`src/rtl/dir_entry_fsm.sv`:
```
module dir_entry_fsm #(
  parameter int NC = 4,
  parameter int FIFO_DEPTH = 2,
  localparam int IDW = $clog2(NC + 1),
  localparam int CW = $clog2(FIFO_DEPTH + 1)
) (
  input  logic           clk,
  input  logic           rst_n,
  input  logic           req_valid,
  input  logic [2:0]     req_kind,
  input  logic [IDW-1:0] req_src,
  output logic           req_ready,
  input  logic           data_valid,
  input  logic           mc_ack,
  output logic           fwd_valid,
  output logic [1:0]     fwd_kind,
  output logic [NC-1:0]  fwd_mask,
  output logic           fwd_mc,
  output logic [IDW-1:0] fwd_req,
  output logic           rsp_valid,
  output logic [1:0]     rsp_kind,
  output logic [IDW-1:0] rsp_dst,
  output logic [IDW-1:0] rsp_acks
);

  localparam logic [2:0] K_GETS = 3'd0, K_GETM = 3'd1, K_PUTS = 3'd2, K_PUTM = 3'd3, K_REPL = 3'd4;
  localparam logic [1:0] F_RD = 2'd0, F_WR = 2'd1, F_INV = 2'd2, F_RCL = 2'd3;
  localparam logic [1:0] R_DATA = 2'd0, R_PACK = 2'd1, R_WB = 2'd2;
  localparam logic [IDW-1:0] MC_ID = IDW'(NC);

  typedef enum logic [3:0] {
    ST_N = 4'd0, ST_I = 4'd1, ST_S = 4'd2, ST_M = 4'd3,
    ST_NSD = 4'd4, ST_NMD = 4'd5, ST_MSD = 4'd6, ST_RCA = 4'd7, ST_WBA = 4'd8
  } st_t;

  st_t st, n_st;
  logic [NC-1:0]  sh, n_sh, src_oh, own_oh, pend_oh, others;
  logic [IDW-1:0] own, n_own, pend, n_pend, n_others;
  logic           is_put, stable, waiting, acc, push, pop;
  logic [CW-1:0]  q_cnt, wr_idx;
  logic [1:0]     q_kind [FIFO_DEPTH];
  logic [IDW-1:0] q_dst  [FIFO_DEPTH];

  logic           f_v, f_mc, r0_v, r1_v;
  logic [1:0]     f_k, r0_k;
  logic [NC-1:0]  f_m;
  logic [IDW-1:0] f_q, r0_d, r0_a;

  assign src_oh  = NC'(1) << req_src;
  assign own_oh  = NC'(1) << own;
  assign pend_oh = NC'(1) << pend;
  assign others  = sh & ~src_oh;
  assign is_put  = (req_kind == K_PUTS) || (req_kind == K_PUTM);
  assign stable  = st inside {ST_N, ST_I, ST_S, ST_M};
  assign waiting = st inside {ST_RCA, ST_WBA};
  assign req_ready = (q_cnt == '0) && (stable || (waiting && is_put));
  assign acc     = req_valid && req_ready;
  assign push    = r1_v;
  assign pop     = q_cnt != '0;
  assign wr_idx  = q_cnt - CW'(pop);

  always_comb begin
    n_others = '0;
    for (int i = 0; i < NC; i++) n_others = n_others + IDW'(others[i]);
  end

  always_comb begin
    n_st = st; n_sh = sh; n_own = own; n_pend = pend;
    f_v = 1'b0; f_k = '0; f_m = '0; f_mc = 1'b0; f_q = '0;
    r0_v = 1'b0; r0_k = '0; r0_d = '0; r0_a = '0;
    r1_v = 1'b0;
    case (st)
      ST_N: if (acc) begin
        if (req_kind == K_GETS) begin
          n_sh = src_oh; n_pend = req_src; n_st = ST_NSD;
          f_v = 1'b1; f_k = F_RD; f_mc = 1'b1; f_q = req_src;
        end else if (req_kind == K_GETM) begin
          n_own = req_src; n_st = ST_NMD;
          f_v = 1'b1; f_k = F_WR; f_mc = 1'b1; f_q = req_src;
        end else if (is_put) begin
          r0_v = 1'b1; r0_k = R_PACK; r0_d = req_src;
        end
      end
      ST_I: if (acc) begin
        if (req_kind == K_GETS) begin
          r0_v = 1'b1; r0_k = R_DATA; r0_d = req_src;
          n_sh = src_oh; n_st = ST_S;
        end else if (req_kind == K_GETM) begin
          r0_v = 1'b1; r0_k = R_DATA; r0_d = req_src;
          n_own = req_src; n_st = ST_M;
        end else if (is_put) begin
          r0_v = 1'b1; r0_k = R_PACK; r0_d = req_src;
        end else if (req_kind == K_REPL) begin
          r0_v = 1'b1; r0_k = R_WB; r0_d = MC_ID; n_st = ST_WBA;
        end
      end
      ST_S: if (acc) begin
        if (req_kind == K_GETS) begin
          r0_v = 1'b1; r0_k = R_DATA; r0_d = req_src;
          n_sh = sh | src_oh;
        end else if (req_kind == K_GETM) begin
          r0_v = 1'b1; r0_k = R_DATA; r0_d = req_src; r0_a = n_others;
          if (others != '0) begin
            f_v = 1'b1; f_k = F_INV; f_m = others; f_q = req_src;
          end
          n_sh = '0; n_own = req_src; n_st = ST_M;
        end else if (is_put) begin
          r0_v = 1'b1; r0_k = R_PACK; r0_d = req_src;
          n_sh = others;
          if (others == '0) n_st = ST_I;
        end else if (req_kind == K_REPL) begin
          r0_v = 1'b1; r0_k = R_WB; r0_d = MC_ID;
          if (sh != '0) begin
            f_v = 1'b1; f_k = F_RCL; f_m = sh;
          end
          n_sh = '0; n_st = ST_WBA;
        end
      end
      ST_M: if (acc) begin
        if (req_kind == K_GETS) begin
          f_v = 1'b1; f_k = F_RD; f_m = own_oh; f_q = req_src;
          n_pend = req_src; n_st = ST_MSD;
        end else if (req_kind == K_GETM) begin
          f_v = 1'b1; f_k = F_WR; f_m = own_oh; f_q = req_src;
          n_own = req_src;
        end else if (is_put) begin
          r0_v = 1'b1; r0_k = R_PACK; r0_d = req_src;
          if (req_kind == K_PUTM && req_src == own) begin
            n_sh = '0; n_st = ST_I;
          end
        end else if (req_kind == K_REPL) begin
          f_v = 1'b1; f_k = F_RCL; f_m = own_oh;
          n_st = ST_RCA;
        end
      end
      ST_RCA, ST_WBA: begin
        if (acc) begin
          r0_v = 1'b1; r0_k = R_PACK; r0_d = req_src;
          if (st == ST_RCA && req_kind == K_PUTM && req_src == own) r1_v = 1'b1;
        end
        if (mc_ack) n_st = ST_N;
      end
      ST_NSD: if (data_valid) begin
        r0_v = 1'b1; r0_k = R_DATA; r0_d = pend; n_st = ST_S;
      end
      ST_NMD: if (data_valid) begin
        r0_v = 1'b1; r0_k = R_DATA; r0_d = own; n_st = ST_M;
      end
      ST_MSD: if (data_valid) begin
        n_sh = own_oh | pend_oh; n_st = ST_S;
      end
      default: n_st = ST_N;
    endcase
  end

  always_ff @(posedge clk) begin
    if (!rst_n) begin
      st <= ST_N; sh <= '0; own <= '0; pend <= '0; q_cnt <= '0;
      fwd_valid <= 1'b0; fwd_kind <= '0; fwd_mask <= '0; fwd_mc <= 1'b0; fwd_req <= '0;
      rsp_valid <= 1'b0; rsp_kind <= '0; rsp_dst <= '0; rsp_acks <= '0;
    end else begin
      st <= n_st; sh <= n_sh; own <= n_own; pend <= n_pend;
      q_cnt <= q_cnt + CW'(push) - CW'(pop);
      fwd_valid <= f_v; fwd_kind <= f_k; fwd_mask <= f_m; fwd_mc <= f_mc; fwd_req <= f_q;
      if (pop) begin
        rsp_valid <= 1'b1; rsp_kind <= q_kind[0]; rsp_dst <= q_dst[0]; rsp_acks <= '0;
      end else begin
        rsp_valid <= r0_v; rsp_kind <= r0_k; rsp_dst <= r0_d; rsp_acks <= r0_a;
      end
    end
  end

  always_ff @(posedge clk) begin
    if (pop)
      for (int i = 0; i < FIFO_DEPTH - 1; i++) begin
        q_kind[i] <= q_kind[i+1];
        q_dst[i]  <= q_dst[i+1];
      end
    if (push)
      for (int i = 0; i < FIFO_DEPTH; i++)
        if (i == int'(wr_idx)) begin
          q_kind[i] <= R_WB;
          q_dst[i]  <= MC_ID;
        end
  end

endmodule

```
`config.mk`:
```
export PLATFORM = sky130hd
export DESIGN_NAME = dir_entry_fsm
export DESIGN_NICKNAME = d
export VERILOG_FILES = /design/src/rtl/dir_entry_fsm.sv
export SDC_FILE = /design/constraint.sdc
export NUM_CORES = 1
export LEC_CHECK = 0
export ABC_AREA = 1
export BUFFER_PORTS_ARGS = -buffer_cell sky130_fd_sc_hd__buf_2
export CORE_ASPECT_RATIO = 0.75
export CORE_MARGIN = 3
export CORE_UTILIZATION = 50
export CTS_CLUSTER_DIAMETER = 80
export DETAILED_ROUTE_END_ITERATION = 6
export PLACE_DENSITY = 0.71
export SKIP_CTS_REPAIR_TIMING = 1
export SYNTH_ARGS = -nofsm -noshare
export SYNTH_HDL_FRONTEND = slang
export SYNTH_SLANG_ARGS = --single-unit
```
`constraint.sdc`:
```
create_clock -name clk -period 4.2 [get_ports clk]
set_input_delay 0.63 -clock clk [delete_from_list [all_inputs] [get_ports clk]]
set_output_delay 0.63 -clock clk [all_outputs]
set_load 0.05 [all_outputs]
```
==> Word level (Yosys, flattened, before mapping) <==
Memory sizes are Yosys's and may differ from the RTL's.
Index checks and enable logic that the tools add are counted.
{ "totals": {"ff_bits": 36, "ramBits": 10, "in_bits": 11, "output_inout_bits": 21, "wordCells": 253, "memories": 2} }
{ "memory_table": {"columns": ["memory", "depth", "width", "read_ports", "rd_ports_with_merged_regs", "write_ports", "line", "source"], "rows": [
  ["q_dst", 2, 3, 2, 0, 1, "42", "logic [IDW-1:0] q_dst [FIFO_DEPTH];"],
  ["q_kind", 2, 2, 2, 0, 1, "41", "logic [1:0] q_kind [FIFO_DEPTH];"]
]} }
{ "classes": {"n_addsub": 6, "eq_ne": 36, "shift": 3, "n_mux": 147, "bitwise_logic": 11, "n_reduce_logical": 34} }
{ "ops": {"columns": ["operator", "n"], "rows": [
  ["$mux W4", 47],
  ["$mux W3", 22],
  ["$mux W1", 49],
  ["$mux W2", 20],
  ["$pmux W4 S7", 1],
  ["$ne A2 B2 Y1 const B", 11],
  ["$eq A4 B3 Y1 const B", 4],
  ["$ne A4 B2 Y1 const B", 4],
  ["$pmux W4 S4", 1],
  ["$reduce_bool A4 Y1", 4],
  ["$pmux W3 S5", 1],
  ["$reduce_and A14 Y1", 1],
  ["$reduce_or A2 Y1", 7],
  ["$pmux W2 S3", 2],
  ["$shl A1 B3 Y4 const A", 3],
  ["$reduce_and A11 Y1", 1],
  ["$eq A4 B2 Y1 const B", 2],
  ["$logic_not A4 Y1", 2],
  ["$ne A2 B1 Y1 const B", 4],
  ["$or A4 B4 Y4", 2],
  ["$pmux W4 S2", 1],
  ["$eq A3 B2 Y1 const B", 2],
  ["$logic_and A1 B1 Y1", 6],
  ["$pmux W3 S2", 1],
  ["30 further kinds", 39]
]} }

==> Depth between registers and ports, before layout <==
{ "depth": {"depth_word": 12, "mapped_depth": 13, "depth_no_buf": 13} }

==> Worst setup path before layout <==
OpenSTA, ideal clock, no wires.
{ "synth_timing": {"path_type": "input to register", "startpoint": "in req_src[0]", "endpoint": "reg rsp_acks[1]", "setup_time_ps": 115, "arrival_ps": 2062, "required_ps": 4085, "slack_ps": 2022, "path_stages": 10, "path_buffers": 0, "cell_sequence": "inv_1 > nor3_1 > inv_1 > nand2_1 > inv_1 > fa_1 > ha_1 > ha_1 > inv_1 > nor2_1"} }
{ "synth_between": {"elab_chain_cells": 6} }
{ "synth_rtl": {"columns": ["item", "line", "source"], "rows": [
  ["start, declared", "11", "input logic [IDW-1:0] req_src,"],
  ["$shl A1 B3 Y4 (*)", "49", "assign src_oh = NC'(1) << req_src;"],
  ["$not A4 Y4 (*)", "52", "assign others = sh & ~src_oh;"],
  ["$and A4 B4 Y4 (*)", "52", null],
  ["$add A1 B1 Y2", "64", "for (int i = 0; i < NC; i++) n_others = n_others + IDW'(others[i]);"],
  ["$add A2 B1 Y3", "64", null],
  ["$add A3 B1 Y3 (*)", "64", null],
  ["named net n_others[1]", "38", "logic [IDW-1:0] own, n_own, pend, n_pend, n_others;"],
  ["end signal, assigned", "168", "rsp_valid <= r0_v; rsp_kind <= r0_k; rsp_dst <= r0_d; rsp_acks <= r0_a;"],
  ["end, declared", "23", "output logic [IDW-1:0] rsp_acks"]
]} }
The timed path passes the listed nets; every way through them passes the cells marked *.
A chain may end at the register's enable or synchronous reset.

==> Worst setup path after layout <==
Ends and elaborated chain as after synthesis.

==> impl_metrics.ini <==
[critical_path]
path_cells = buf_2 > inv_1 > nor3_1 > inv_1 > nand2_1 > inv_1 > fa_1 > ha_1 > ha_1 > inv_1 > nor2_1
worstPathRequired_ps = 4440
worstReg2RegStart = st[3]$_SDFFE_PN0P_
start_kind = input pin
slowest_delay_ps = 450
crit_top_cell = inv_1
crit_slowest_cell = fa_1
crit_family = adder cells
arrival_ps = 2510
startpoint = req_src[0]
cp_num_buf_inv = 5
reg2reg_setup_slack_ps = 2120
path_max_fanout = 6
crit_type = input pin to flop
worstSetupEndpointType = flop

[power]
ir_drop_v = 0.000444
power_density_mw_per_mm2 = 614
p_total_w = 0.00159
leakage_nw = 1.32

[finish]
final_cell_mix = 94 x nand2_1, 58 x nor2_1, 48 x inv_1
stdcell_count = 458
syn2layout_area_growth_pct = 12.5
post-route-util = 0.610
diodes = 0
drive_above_1_share = 0.151
nets = 418
final_common_cell = nand2_1

[floorplan]
initial_core_util = 0.542
die_w_um = 84.4
die-area_mm2 = 0.00547
rows = 20
io_pins = 32
core_area_mm2 = 0.00425
fp.dieH_um = 64.8

[synthesis]
synth_top_area_frac = 0.312
synth_cell_types = 31
yosys.area.top_type = dfxtp_1
syn_area_per_cell_um2 = 6.27
synthArstFlopShare = 0
synth-edff-count = 0
seq_area_frac_synth = 0.312
syn-num-nets = 384
yosys-top-cells-area = dfxtp_1 31%, nand2_1 15%, nor2_1 9.4%
synth_seq_cells = 36
syn_area_mm2 = 0.00231
ys.flop_type = dfxtp_1
yosysWarnings = 0
synthCells = 368

[status]
outcome = completed

[timing]
grt_setup_unrepaired = false
fmax_mhz = 441
worst_slew_pin_slew_ps = 386
finalSetupViolations = 0
drv_slew = 0
finalCriticalPeriod_ps = 2270
holdWs_ps = 506
relSlewSlack = 0.741
hold_viol_final = 0
min_period_over_period = 0.540
clock_skew_ps = 8.59
fin_tns_setup_ps = 0

[detailed_routing]
drc_errors = 0
ant_nets = 0
drt_first_pass_iters = 6
wl_um = 6440
vias = 2546
wl_per_cell_um = 14.1
first_iter_violations = 220
via_per_inst = 5.56

[clock_tree]
tritoncts = built
cts_buffer_depth = 2
cts_root_buf = clkbuf_8
clk_pin_slew_ps = 80
cts.sinks = 36
htreeDepth = 2
cts_buffers = 5
insertion_delay_ps = 310

[run]
drv_cap = 0

[worst_hold_path]
hp-class = flop to flop
hp-start = sh[3]$_SDFFE_PN0P_

[placement]
dp.cells = 450
gp_congestion = 0.993
hpwl_um = 4760
port_buffers = 31

[global_route]
grt_max_degree = 19
top_usage_layer = met1
antenna_found_initial = 0
grt_use_total = 0.250
met3_usage = 0.0661
grt_util_met2 = 0.333
grt_pass1_wl_um = 10700
met1_usage = 0.373
grt_overflow = 0
grt_pass1_vias = 2253
[metal layers]
layer / share of wire / vias up
met5: 0 / -
met2: 0.38 / 159
met4: 0.021 / 0
met3: 0.12 / 15
met1: 0.48 / 1129
li1: - / 1243
[worst register-to-register path, stage by stage (launching register included)]
cell,delay [ps]
dfxtp_1,390
nor2_4,300
inv_4,120
a21oi_4,150
nand3_2,320
nor3_1,300
ha_1,210
xor2_1,130
nor2_1,50
[flip-flops by register name (all words and copies together) (netlist names), 3 cells and up]
name,cells
fwd_mask,4
sh,4
st,4
fwd_req,3
own,3
pend,3
rsp_acks,3
rsp_dst,3
[stage by stage]
step / worst slack, ps / area [µm²]
after floorplan: 2020 / 2310
after global placement: 1690 / 2500
after detailed placement: 1610 / 2500
after CTS: 1930 / 2590
after global routing: 1760 / 2590
final: 1930 / 2590
[power breakdown]
part           total [W]  internal, W  switching [W]
registers       0.000441     0.000387      0.0000537
logic           0.000881     0.000259       0.000621
clock network   0.000273     0.000133       0.000139
[layout make-up]
type	count	area (µm²)
Timing Repair Buffer	31	155
Multi-Input combinational cell	275	1340
Clock buffer	7	86.3
Sequential cell	36	721
Clock inverter	1	7.51
Tap cell	55	68.8
Fill cell	421	1660
Inverter	53	214
[path summary, 6_finish.rpt]
| check | to | cells past startpoint |
|---|---|---|
| setup / recovery | rsp_acks[1]$_SDFF_PP0_ | 11 |
| hold / removal | sh[3]$_SDFFE_PN0P_ | 2 |
| setup reg to reg | q_cnt[1]$_SDFF_PN0_ | 8 |
| hold reg to reg | sh[3]$_SDFFE_PN0P_ | 2 |
[kinds of logic after synthesis]
family / count (synthesis) / synth area share
adder cells (fa/ha/maj): 5 / 0.0304
buffers and inverters: 57 / 0.106
AND/OR/NAND/NOR: 210 / 0.406
AO/OA/AOI/OAI: 59 / 0.142
XOR/XNOR: 1 / 0.00380
flip-flops: 36 / 0.312
[Yosys cell counts (2+ instances only)]
library cell and instances:
nor2_4 5, nand2_2 4, o21ai_1 5, or2_2 2
nand2_1 94, ha_1 4, a21oi_1 28, dfxtp_1 36
o21ai_0 16, nor2_1 58, nand4_1 5, buf_6 2
nand3_2 3, clkbuf_1 2, inv_1 48, inv_2 3
o22ai_1 3, o211ai_1 2, nor3_1 7, a22oi_1 2
nand3_1 29
(Power assumes the default switching activity.)
